[config.mk]
export PLATFORM = sky130hd
export DESIGN_NAME = nbr_short_check
export DESIGN_NICKNAME = d
export VERILOG_FILES = /design/src/rtl/nbr_short_pkg.sv /design/src/rtl/nbr_short_timer.sv /design/src/rtl/nbr_short_result.sv /design/src/rtl/nbr_short_check.sv
export SDC_FILE = /design/constraint.sdc
export NUM_CORES = 1
export LEC_CHECK = 0
export BUFFER_PORTS_ARGS = -buffer_cell sky130_fd_sc_hd__buf_2
export CAP_MARGIN = 40
export CORE_MARGIN = 8
export CORE_UTILIZATION = 40
export CTS_BUF_LIST = sky130_fd_sc_hd__clkbuf_8
export DETAILED_ROUTE_END_ITERATION = 8
export PLACE_DENSITY = 0.76
export RECOVER_POWER = 100
export SETUP_SLACK_MARGIN = 0.3
export SLEW_MARGIN = 10
export SYNTH_ARGS = -nofsm -noshare
export SYNTH_HDL_FRONTEND = slang
export SYNTH_SLANG_ARGS = --single-unit
[constraint.sdc]
create_clock -name clk -period 1.9 [get_ports clk]
set_clock_uncertainty 0.2 [all_clocks]
set_input_delay 0 -clock clk [delete_from_list [all_inputs] [get_ports clk]]
set_output_delay 0 -clock clk [all_outputs]
set_load 0.01 [all_outputs]
[src/rtl/nbr_short_pkg.sv]
package nbr_short_pkg;

    localparam int unsigned CODE_W = 3;

    localparam logic [CODE_W-1:0] CODE_NONE = 3'b000;
    localparam logic [CODE_W-1:0] CODE_PASS = 3'b011;
    localparam logic [CODE_W-1:0] CODE_FAIL = 3'b110;

    localparam int unsigned COLOUR_GROUPS = 3;
    localparam int unsigned PINS_PER_GROUP = 8;

endpackage

[src/rtl/nbr_short_timer.sv]
module nbr_short_timer #(
    parameter int unsigned CLK_HZ      = 10_000_000,
    parameter int unsigned WIN_BASE_US = 10
) (
    input  logic clk,
    input  logic rst_n,
    input  logic load_i,
    input  logic long_i,
    input  logic run_i,
    output logic last_o
);

    localparam int unsigned BASE_CYC = (CLK_HZ / 1_000_000) * WIN_BASE_US;
    localparam int unsigned LONG_CYC = 2 * BASE_CYC;
    localparam int unsigned CW       = $clog2(LONG_CYC + 1);

    logic [CW-1:0] cnt_d, cnt_q;

    always_comb begin
        cnt_d = cnt_q;
        if (load_i) begin
            cnt_d = long_i ? CW'(LONG_CYC - 1) : CW'(BASE_CYC - 1);
        end else if (run_i && cnt_q != '0) begin
            cnt_d = cnt_q - 1'b1;
        end
    end

    always_ff @(posedge clk or negedge rst_n) begin
        if (!rst_n) begin
            cnt_q <= '0;
        end else begin
            cnt_q <= cnt_d;
        end
    end

    assign last_o = run_i && (cnt_q == '0);

    initial begin
        assert (BASE_CYC >= 1);
    end

    AST_CNT_RANGE: assert property (@(posedge clk) disable iff (!rst_n)
        cnt_q <= CW'(LONG_CYC - 1));

    AST_CNT_DOWN: assert property (@(posedge clk) disable iff (!rst_n)
        run_i && !load_i && cnt_q != '0 |=> cnt_q == $past(cnt_q) - 1'b1);

endmodule

[src/rtl/nbr_short_result.sv]
module nbr_short_result
    import nbr_short_pkg::*;
#(
    parameter int unsigned NUM_PINS = 24
) (
    input  logic                clk,
    input  logic                rst_n,
    input  logic                done_i,
    input  logic                busy_i,
    input  logic                clr_i,
    input  logic [NUM_PINS-1:0] short_i,
    output logic [CODE_W-1:0]   code_o,
    output logic [NUM_PINS-1:0] map_o,
    output logic                err_n_o
);

    typedef struct packed {
        logic [CODE_W-1:0]   code;
        logic [NUM_PINS-1:0] map;
        logic                fault;
    } res_state_t;

    res_state_t st_d, st_q;
    logic       any_short;
    logic       clr_ok;

    assign any_short = |short_i;
    assign clr_ok    = clr_i && !busy_i && !any_short;

    always_comb begin
        st_d = st_q;
        if (done_i) begin
            st_d.code = any_short ? CODE_FAIL : CODE_PASS;
            st_d.map  = short_i;
            if (any_short) begin
                st_d.fault = 1'b1;
            end
        end else if (clr_ok) begin
            st_d.fault = 1'b0;
        end
    end

    always_ff @(posedge clk or negedge rst_n) begin
        if (!rst_n) begin
            st_q <= '{code: CODE_NONE, map: '0, fault: 1'b0};
        end else begin
            st_q <= st_d;
        end
    end

    assign code_o  = st_q.code;
    assign map_o   = st_q.map;
    assign err_n_o = ~st_q.fault;

    AST_FAIL_LATCH: assert property (@(posedge clk) disable iff (!rst_n)
        done_i && any_short |=> !err_n_o && code_o == CODE_FAIL);

    AST_PASS_CLEAN: assert property (@(posedge clk) disable iff (!rst_n)
        code_o == CODE_PASS |-> map_o == '0);

    AST_CODE_LEGAL: assert property (@(posedge clk) disable iff (!rst_n)
        code_o == CODE_NONE || code_o == CODE_PASS || code_o == CODE_FAIL);

    AST_CLR_BLOCKED: assert property (@(posedge clk) disable iff (!rst_n)
        !err_n_o && (any_short || busy_i || !clr_i) |=> !err_n_o);

    AST_HOLD: assert property (@(posedge clk) disable iff (!rst_n)
        !done_i |=> $stable(code_o) && $stable(map_o));

endmodule

[src/rtl/nbr_short_check.sv]
module nbr_short_check
    import nbr_short_pkg::*;
#(
    parameter int unsigned CLK_HZ      = 10_000_000,
    parameter int unsigned WIN_BASE_US = 10,
    parameter int unsigned NUM_PINS    = COLOUR_GROUPS * PINS_PER_GROUP
) (
    input  logic                clk,
    input  logic                rst_n,
    input  logic                chk_start,
    input  logic                err_clr,
    input  logic                win_long,
    input  logic                cur_high,
    input  logic [NUM_PINS-1:0] short_in,
    output logic                det_en,
    output logic                test_cur_sel,
    output logic                busy,
    output logic [CODE_W-1:0]   res_code,
    output logic [NUM_PINS-1:0] fail_map,
    output logic                err_n
);

    typedef struct packed {
        logic busy;
        logic cur;
    } seq_state_t;

    seq_state_t seq_d, seq_q;
    logic       start_ok;
    logic       win_last;

    assign start_ok = chk_start && !seq_q.busy;

    always_comb begin
        seq_d = seq_q;
        if (start_ok) begin
            seq_d.busy = 1'b1;
            seq_d.cur  = cur_high;
        end else if (win_last) begin
            seq_d.busy = 1'b0;
        end
    end

    always_ff @(posedge clk or negedge rst_n) begin
        if (!rst_n) begin
            seq_q <= '{busy: 1'b0, cur: 1'b0};
        end else begin
            seq_q <= seq_d;
        end
    end

    nbr_short_timer #(
        .CLK_HZ      (CLK_HZ),
        .WIN_BASE_US (WIN_BASE_US)
    ) timer_i (
        .clk    (clk),
        .rst_n  (rst_n),
        .load_i (start_ok),
        .long_i (win_long),
        .run_i  (seq_q.busy),
        .last_o (win_last)
    );

    nbr_short_result #(
        .NUM_PINS (NUM_PINS)
    ) result_i (
        .clk     (clk),
        .rst_n   (rst_n),
        .done_i  (win_last),
        .busy_i  (seq_q.busy),
        .clr_i   (err_clr),
        .short_i (short_in),
        .code_o  (res_code),
        .map_o   (fail_map),
        .err_n_o (err_n)
    );

    assign busy         = seq_q.busy;
    assign det_en       = seq_q.busy;
    assign test_cur_sel = seq_q.cur;

    AST_START_BUSY: assert property (@(posedge clk) disable iff (!rst_n)
        !busy && chk_start |=> busy && det_en);

    AST_DONE_IDLE: assert property (@(posedge clk) disable iff (!rst_n)
        win_last |=> !busy);

    AST_BUSY_IGNORE: assert property (@(posedge clk) disable iff (!rst_n)
        busy && chk_start |=> $stable(test_cur_sel));

    AST_CUR_CAPTURE: assert property (@(posedge clk) disable iff (!rst_n)
        !busy && chk_start |=> test_cur_sel == $past(cur_high));

endmodule

Word-level counts from Yosys, hierarchy flattened --
Cells that the tools add are included.
Storage, ports and cells: register bits after elaboration 38, input port bits 30
Operators by class: $add $sub $neg 1, equal/unequal tests 1, muxes and demuxes 9, bitwise gates (word level) 1, reduce and logical (&&, ||, !) cells 14
Operator list (number):
- 8-bit two-way mux | 3
- 24-bit OR reduction | 1
- 8-bit zero test | 1
- 8-bit nonzero test | 1
- 8-bit by 1-bit subtractor with 8-bit output, second input constant | 1
- 2-bit nonzero test | 3
- 1-bit logical AND | 5
- 1-bit two-way mux | 5
- 3-bit two-way mux | 1
- 1-bit zero test | 2
- 2-bit inequality test, second input constant | 1
- 2-bit AND reduction | 1
- 1-bit NOT | 1

Logic depth before layout (Yosys ltp) --
depth after elaboration 5, gate-level depth with buffers 6, depth with buffers taken out 5

By module --
Synthesis repeated with hierarchy kept, for this count alone.
Second synthesis, totals: cell total of the unflattened synthesis 159, area total of the unflattened synthesis 1918.1 um2
Modules (own cells, without submodules):
- nbr_short_result | instances 1, cells an instance 99, area an instance 1300.0 um2, sequential area each 700.7 um2
- nbr_short_timer | instances 1, cells an instance 53, area an instance 523.0 um2, sequential area each 200.2 um2
- nbr_short_check | instances 1, cells an instance 7, area an instance 95.1 um2, sequential area each 50.0 um2

Worst setup path after synthesis --
No wires, ideal clock.
kind register to register, from register timer_i.cnt_q[0], to register result_i.st_q (netlist bit result_i.code_o[2]), data arrival time 1797 ps, required time 1579 ps, path slack -219 ps, stages on the path, launching flop included 6, buffers on the path 0, clock period less this slack 2119 ps, path through dfrtp_1 inv_1 ha_1 or4b_4 or4_4 o22a_1
On the way: longest elaborated chain between the ends 2
Ends and longest elaborated chain:
- from (decl) | RTL line nbr_short_timer.sv:17 | logic [CW-1:0] cnt_d, cnt_q;
- from (signal assigned) | RTL line nbr_short_timer.sv:32 | cnt_q <= cnt_d;
- 8-bit zero test | RTL line nbr_short_timer.sv:36 | assign last_o = run_i && (cnt_q == '0);
- 1-bit logical AND | RTL line nbr_short_timer.sv:36
- to (signal assigned) | RTL line nbr_short_result.sv:45 | st_q <= '{code: CODE_NONE, map: '0, fault: 1'b0};
- to (signal assigned) | RTL line nbr_short_result.sv:47 | st_q <= st_d;
- to (decl) | RTL line nbr_short_result.sv:23 | res_state_t st_d, st_q;
Every way passes these cells. A chain may end at the register's enable or synchronous reset.

Final worst setup path --
from register timer_i.cnt_q[1], to register result_i.st_q (netlist bit result_i.code_o[2])
The elaborated chain is that of the path after synthesis.

==> flow_summary.json <==
{
  "gp_congestion": 0.811,
  "maxCapViolCount": 0,
  "multiInputGateArea_um2": 797,
  "io_pins": 61,
  "instances_no_fill": 306,
  "syn-num-nets": 191,
  "area_growth_pct": 43.3,
  "setup_ws_ns": -0.141,
  "finalHoldViolations": 0,
  "cts_buffer_depth": 2,
  "whs_path_depth": 4,
  "root_buffer": "clkbuf_8",
  "tritoncts": "done",
  "met3_usage": 0.0537,
  "maxSlewViolCount": 0,
  "startpoint_type": "flip-flop",
  "p_leak_nw": 1.20,
  "max_slew.worst_pin.slew_ns": 0.691,
  "coreArea_mm2": 0.00463,
  "finalCriticalPeriod_ns": 2.04,
  "min_path_type": "in2reg",
  "hpwl_um": 3500,
  "worstSetupEndpointType": "flip-flop",
  "synth.distinct_cells": 35,
  "busiest_layer": "met2",
  "drive_gt1_frac": 0.401,
  "syn_area_mm2": 0.00189,
  "fp.dieH_um": 84.8,
  "slowest_stage": "or4b_4",
  "critPathKind": "reg2reg",
  "cp.arrival_ns": 2.02,
  "grtUsageTotal": 0.147,
  "antenna_cells": 0,
  "crit_required_ns": 1.88,
  "routedWlPerCell_um": 17.1,
  "slowest_delay_ns": 0.49,
  "dp_slack_ns": -0.169,
  "clk_pin_slew_ns": 0.07,
  "synth_seq_cells": 38,
  "num_vias": 1554,
  "ff2ff_path_depth": 5,
  "ir_worst_vdd_v": 0.000678,
  "port_buffers": 60,
  "pwr_density_cell_mw_per_mm2": 1350,
  "clock_sinks": 38,
  "syn_inst": 159,
  "grt_max_degree": 18,
  "antenna_found_initial": 0,
  "fin_setup_tns_ns": -2.98,
  "grt_pass1_wl_um": 8300,
  "viasPerCell": 5.08,
  "dr.pass1.iters": 4,
  "fmax_mhz": 490,
  "drt_iter0_markers": 39,
  "numCtsBuffers": 5,
  "seq_area_um2": 951,
  "htreeDepth": 2,
  "path_cells": "inv_2 > ha_4 > or4b_4 > or4_4 > o22a_1",
  "use_met2": 0.263,
  "fp.dieW_um": 84.8,
  "nets": 283,
  "ant_nets": 0,
  "status": "complete, but fails checks",
  "violations": "negative setup slack",
  "drc": 0,
  "yosysWarnings": 0,
  "path_max_fanout": 3,
  "grt_overflow": 0,
  "use_met1": 0.149,
  "syn_area_per_cell_um2": 11.9,
  "period_share": 1.07,
  "dp_cells": 263,
  "core.rowCount": 25,
  "die_area_mm2": 0.00719,
  "fillers": 394,
  "grt_pass1_vias": 1665,
  "start_util": 0.409,
  "setup_violations": 29,
  "yosysSeqAreaShare": 0.503,
  "timing.hold.ws_ns": 0.00828,
  "rsz0062_at_grt": "true",
  "max-slew-margin-rel": 0.539,
  "wirelength_um": 5220,
  "clk-insertion-delay-late_ns": 0.29
}
-- worst paths after layout --
kind                                           startpoint                        endpoint  slack (ns)
min reg2reg                result_i.code_o[1]$_DFFE_PN0P_  result_i.code_o[1]$_DFFE_PN0P_        0.27
min in group asynchronous                           rst_n    result_i.st_q[0]$_DFFE_PN0P_        0.26
min                                          short_in[18]  result_i.code_o[0]$_DFFE_PN0P_       0.008
max                          timer_i.cnt_q[1]$_DFFE_PN0P_  result_i.code_o[2]$_DFFE_PN0P_       -0.14
max in group asynchronous                           rst_n  result_i.code_o[0]$_DFFE_PN0P_        0.36
max reg2reg                  timer_i.cnt_q[1]$_DFFE_PN0P_  result_i.code_o[2]$_DFFE_PN0P_       -0.14
-- layout by cell type (no fill, tap or decap), types with 6 or more instances in the layout --
cell type,count
clkbuf_1,33
mux2_2,19
dfrtp_1,38
buf_4,18
nand2_1,6
clkbuf_8,6
buf_2,29
dlygate4sd3_1,30
nor2_1,6
-- worst max-delay path, delay by kind of cell (launching register included) --
| family | cells | cell delay, ns |
|---|---|---|
| compound gates | 1 | 0.17 |
| fa+ha+maj | 1 | 0.13 |
| flops | 1 | 0.41 |
| simple gates | 2 | 0.93 |
| buf+inv | 1 | 0.09 |
-- timing repair --
item / in CTS / in global routing
pin swaps: 4 / 4
setup buffers: 3 / 2
endpoints found under the setup margin: 36 / 37
gates resized for setup: 14 / 5
hold buffers: 30 / 0
hold endpoints to repair: 71 / 0
-- synthesized netlist by cell type --
cell       number  area share
a211o_1         1      0.0046
a211oi_1        1      0.0040
a21o_1          1      0.0040
a21oi_1         2      0.0053
a2bb2oi_1       1      0.0046
a311o_1         1      0.0053
a31oi_1         3      0.0099
a32oi_1         1      0.0046
and4_1          1      0.0046
buf_2           2      0.0053
buf_4          29        0.12
dfrtp_1        38        0.50
ha_1            2       0.013
inv_1           6       0.012
mux2_2         24        0.14
mux2i_1         2       0.011
nand2_1         7       0.014
nand2b_1        3      0.0099
nand3_1         2      0.0053
nand4_1         1      0.0033
nor2_1          7       0.014
nor2b_1         2      0.0066
nor3_1          1      0.0026
nor4_1          5       0.017
nor4b_1         3       0.014
nor4b_2         1      0.0079
o211ai_1        1      0.0040
o21ai_0         1      0.0026
o22a_1          1      0.0046
o2bb2ai_1       1      0.0046
o311ai_0        1      0.0046
or4_1           3       0.012
or4_2           1      0.0046
or4_4           1      0.0060
or4b_4          2       0.015
-- kinds of logic (layout without fill, tap and decap cells) --
group,after synthesis,after routing,synth area share
DFF,38,38,0.503
adders and majority gates,2,2,0.0132
buffers and inverters,37,130,0.132
AOI/OAI and AO/OA,16,16,0.0628
and+or+nand+nor,40,40,0.136
muxes,26,26,0.153
-- where the power goes --
part,switching [mW],internal [mW],total (mW),leakage (nW)
Sequential,0.217,1.18,1.40,0.452
Combinational,0.819,0.881,1.70,0.698
Clock,0.274,0.287,0.561,0.0524
-- routing by layer --
metal / vias up / wire (um) / share of wire
met1: 755 / 2050 / 0.39
li1: 732 / - / -
met2: 53 / 2700 / 0.52
met4: 0 / 138 / 0.026
met5: - / 0 / 0
met3: 14 / 331 / 0.063
-- sequential cells by signal, indices dropped and copies added, names as in the netlist --
signal and cells:
result_i.map_o 24, test_cur_sel 1, busy 1, timer_i.cnt_q 8
result_i.st_q 1, result_i.code_o 3
-- metrics by stage --
step	util	power (mW)	instance area, um2
floorplan	-	2.56	1950
global placement	0.486	2.87	2250
detailed placement	0.486	2.93	2250
CTS	0.590	3.66	2730
global route	0.585	3.88	2710
finish	0.585	3.66	2710
-- final cells by class --
type                       count  share of cell area
clock inverter                 2             0.00323
timing repair buffer         116               0.288
inverter                       6             0.00831
sequential                    38               0.351
clock buffer                   6              0.0305
multi-input combinational     84               0.294
tap                           54              0.0249
Power figures use the tool's default switching activity.
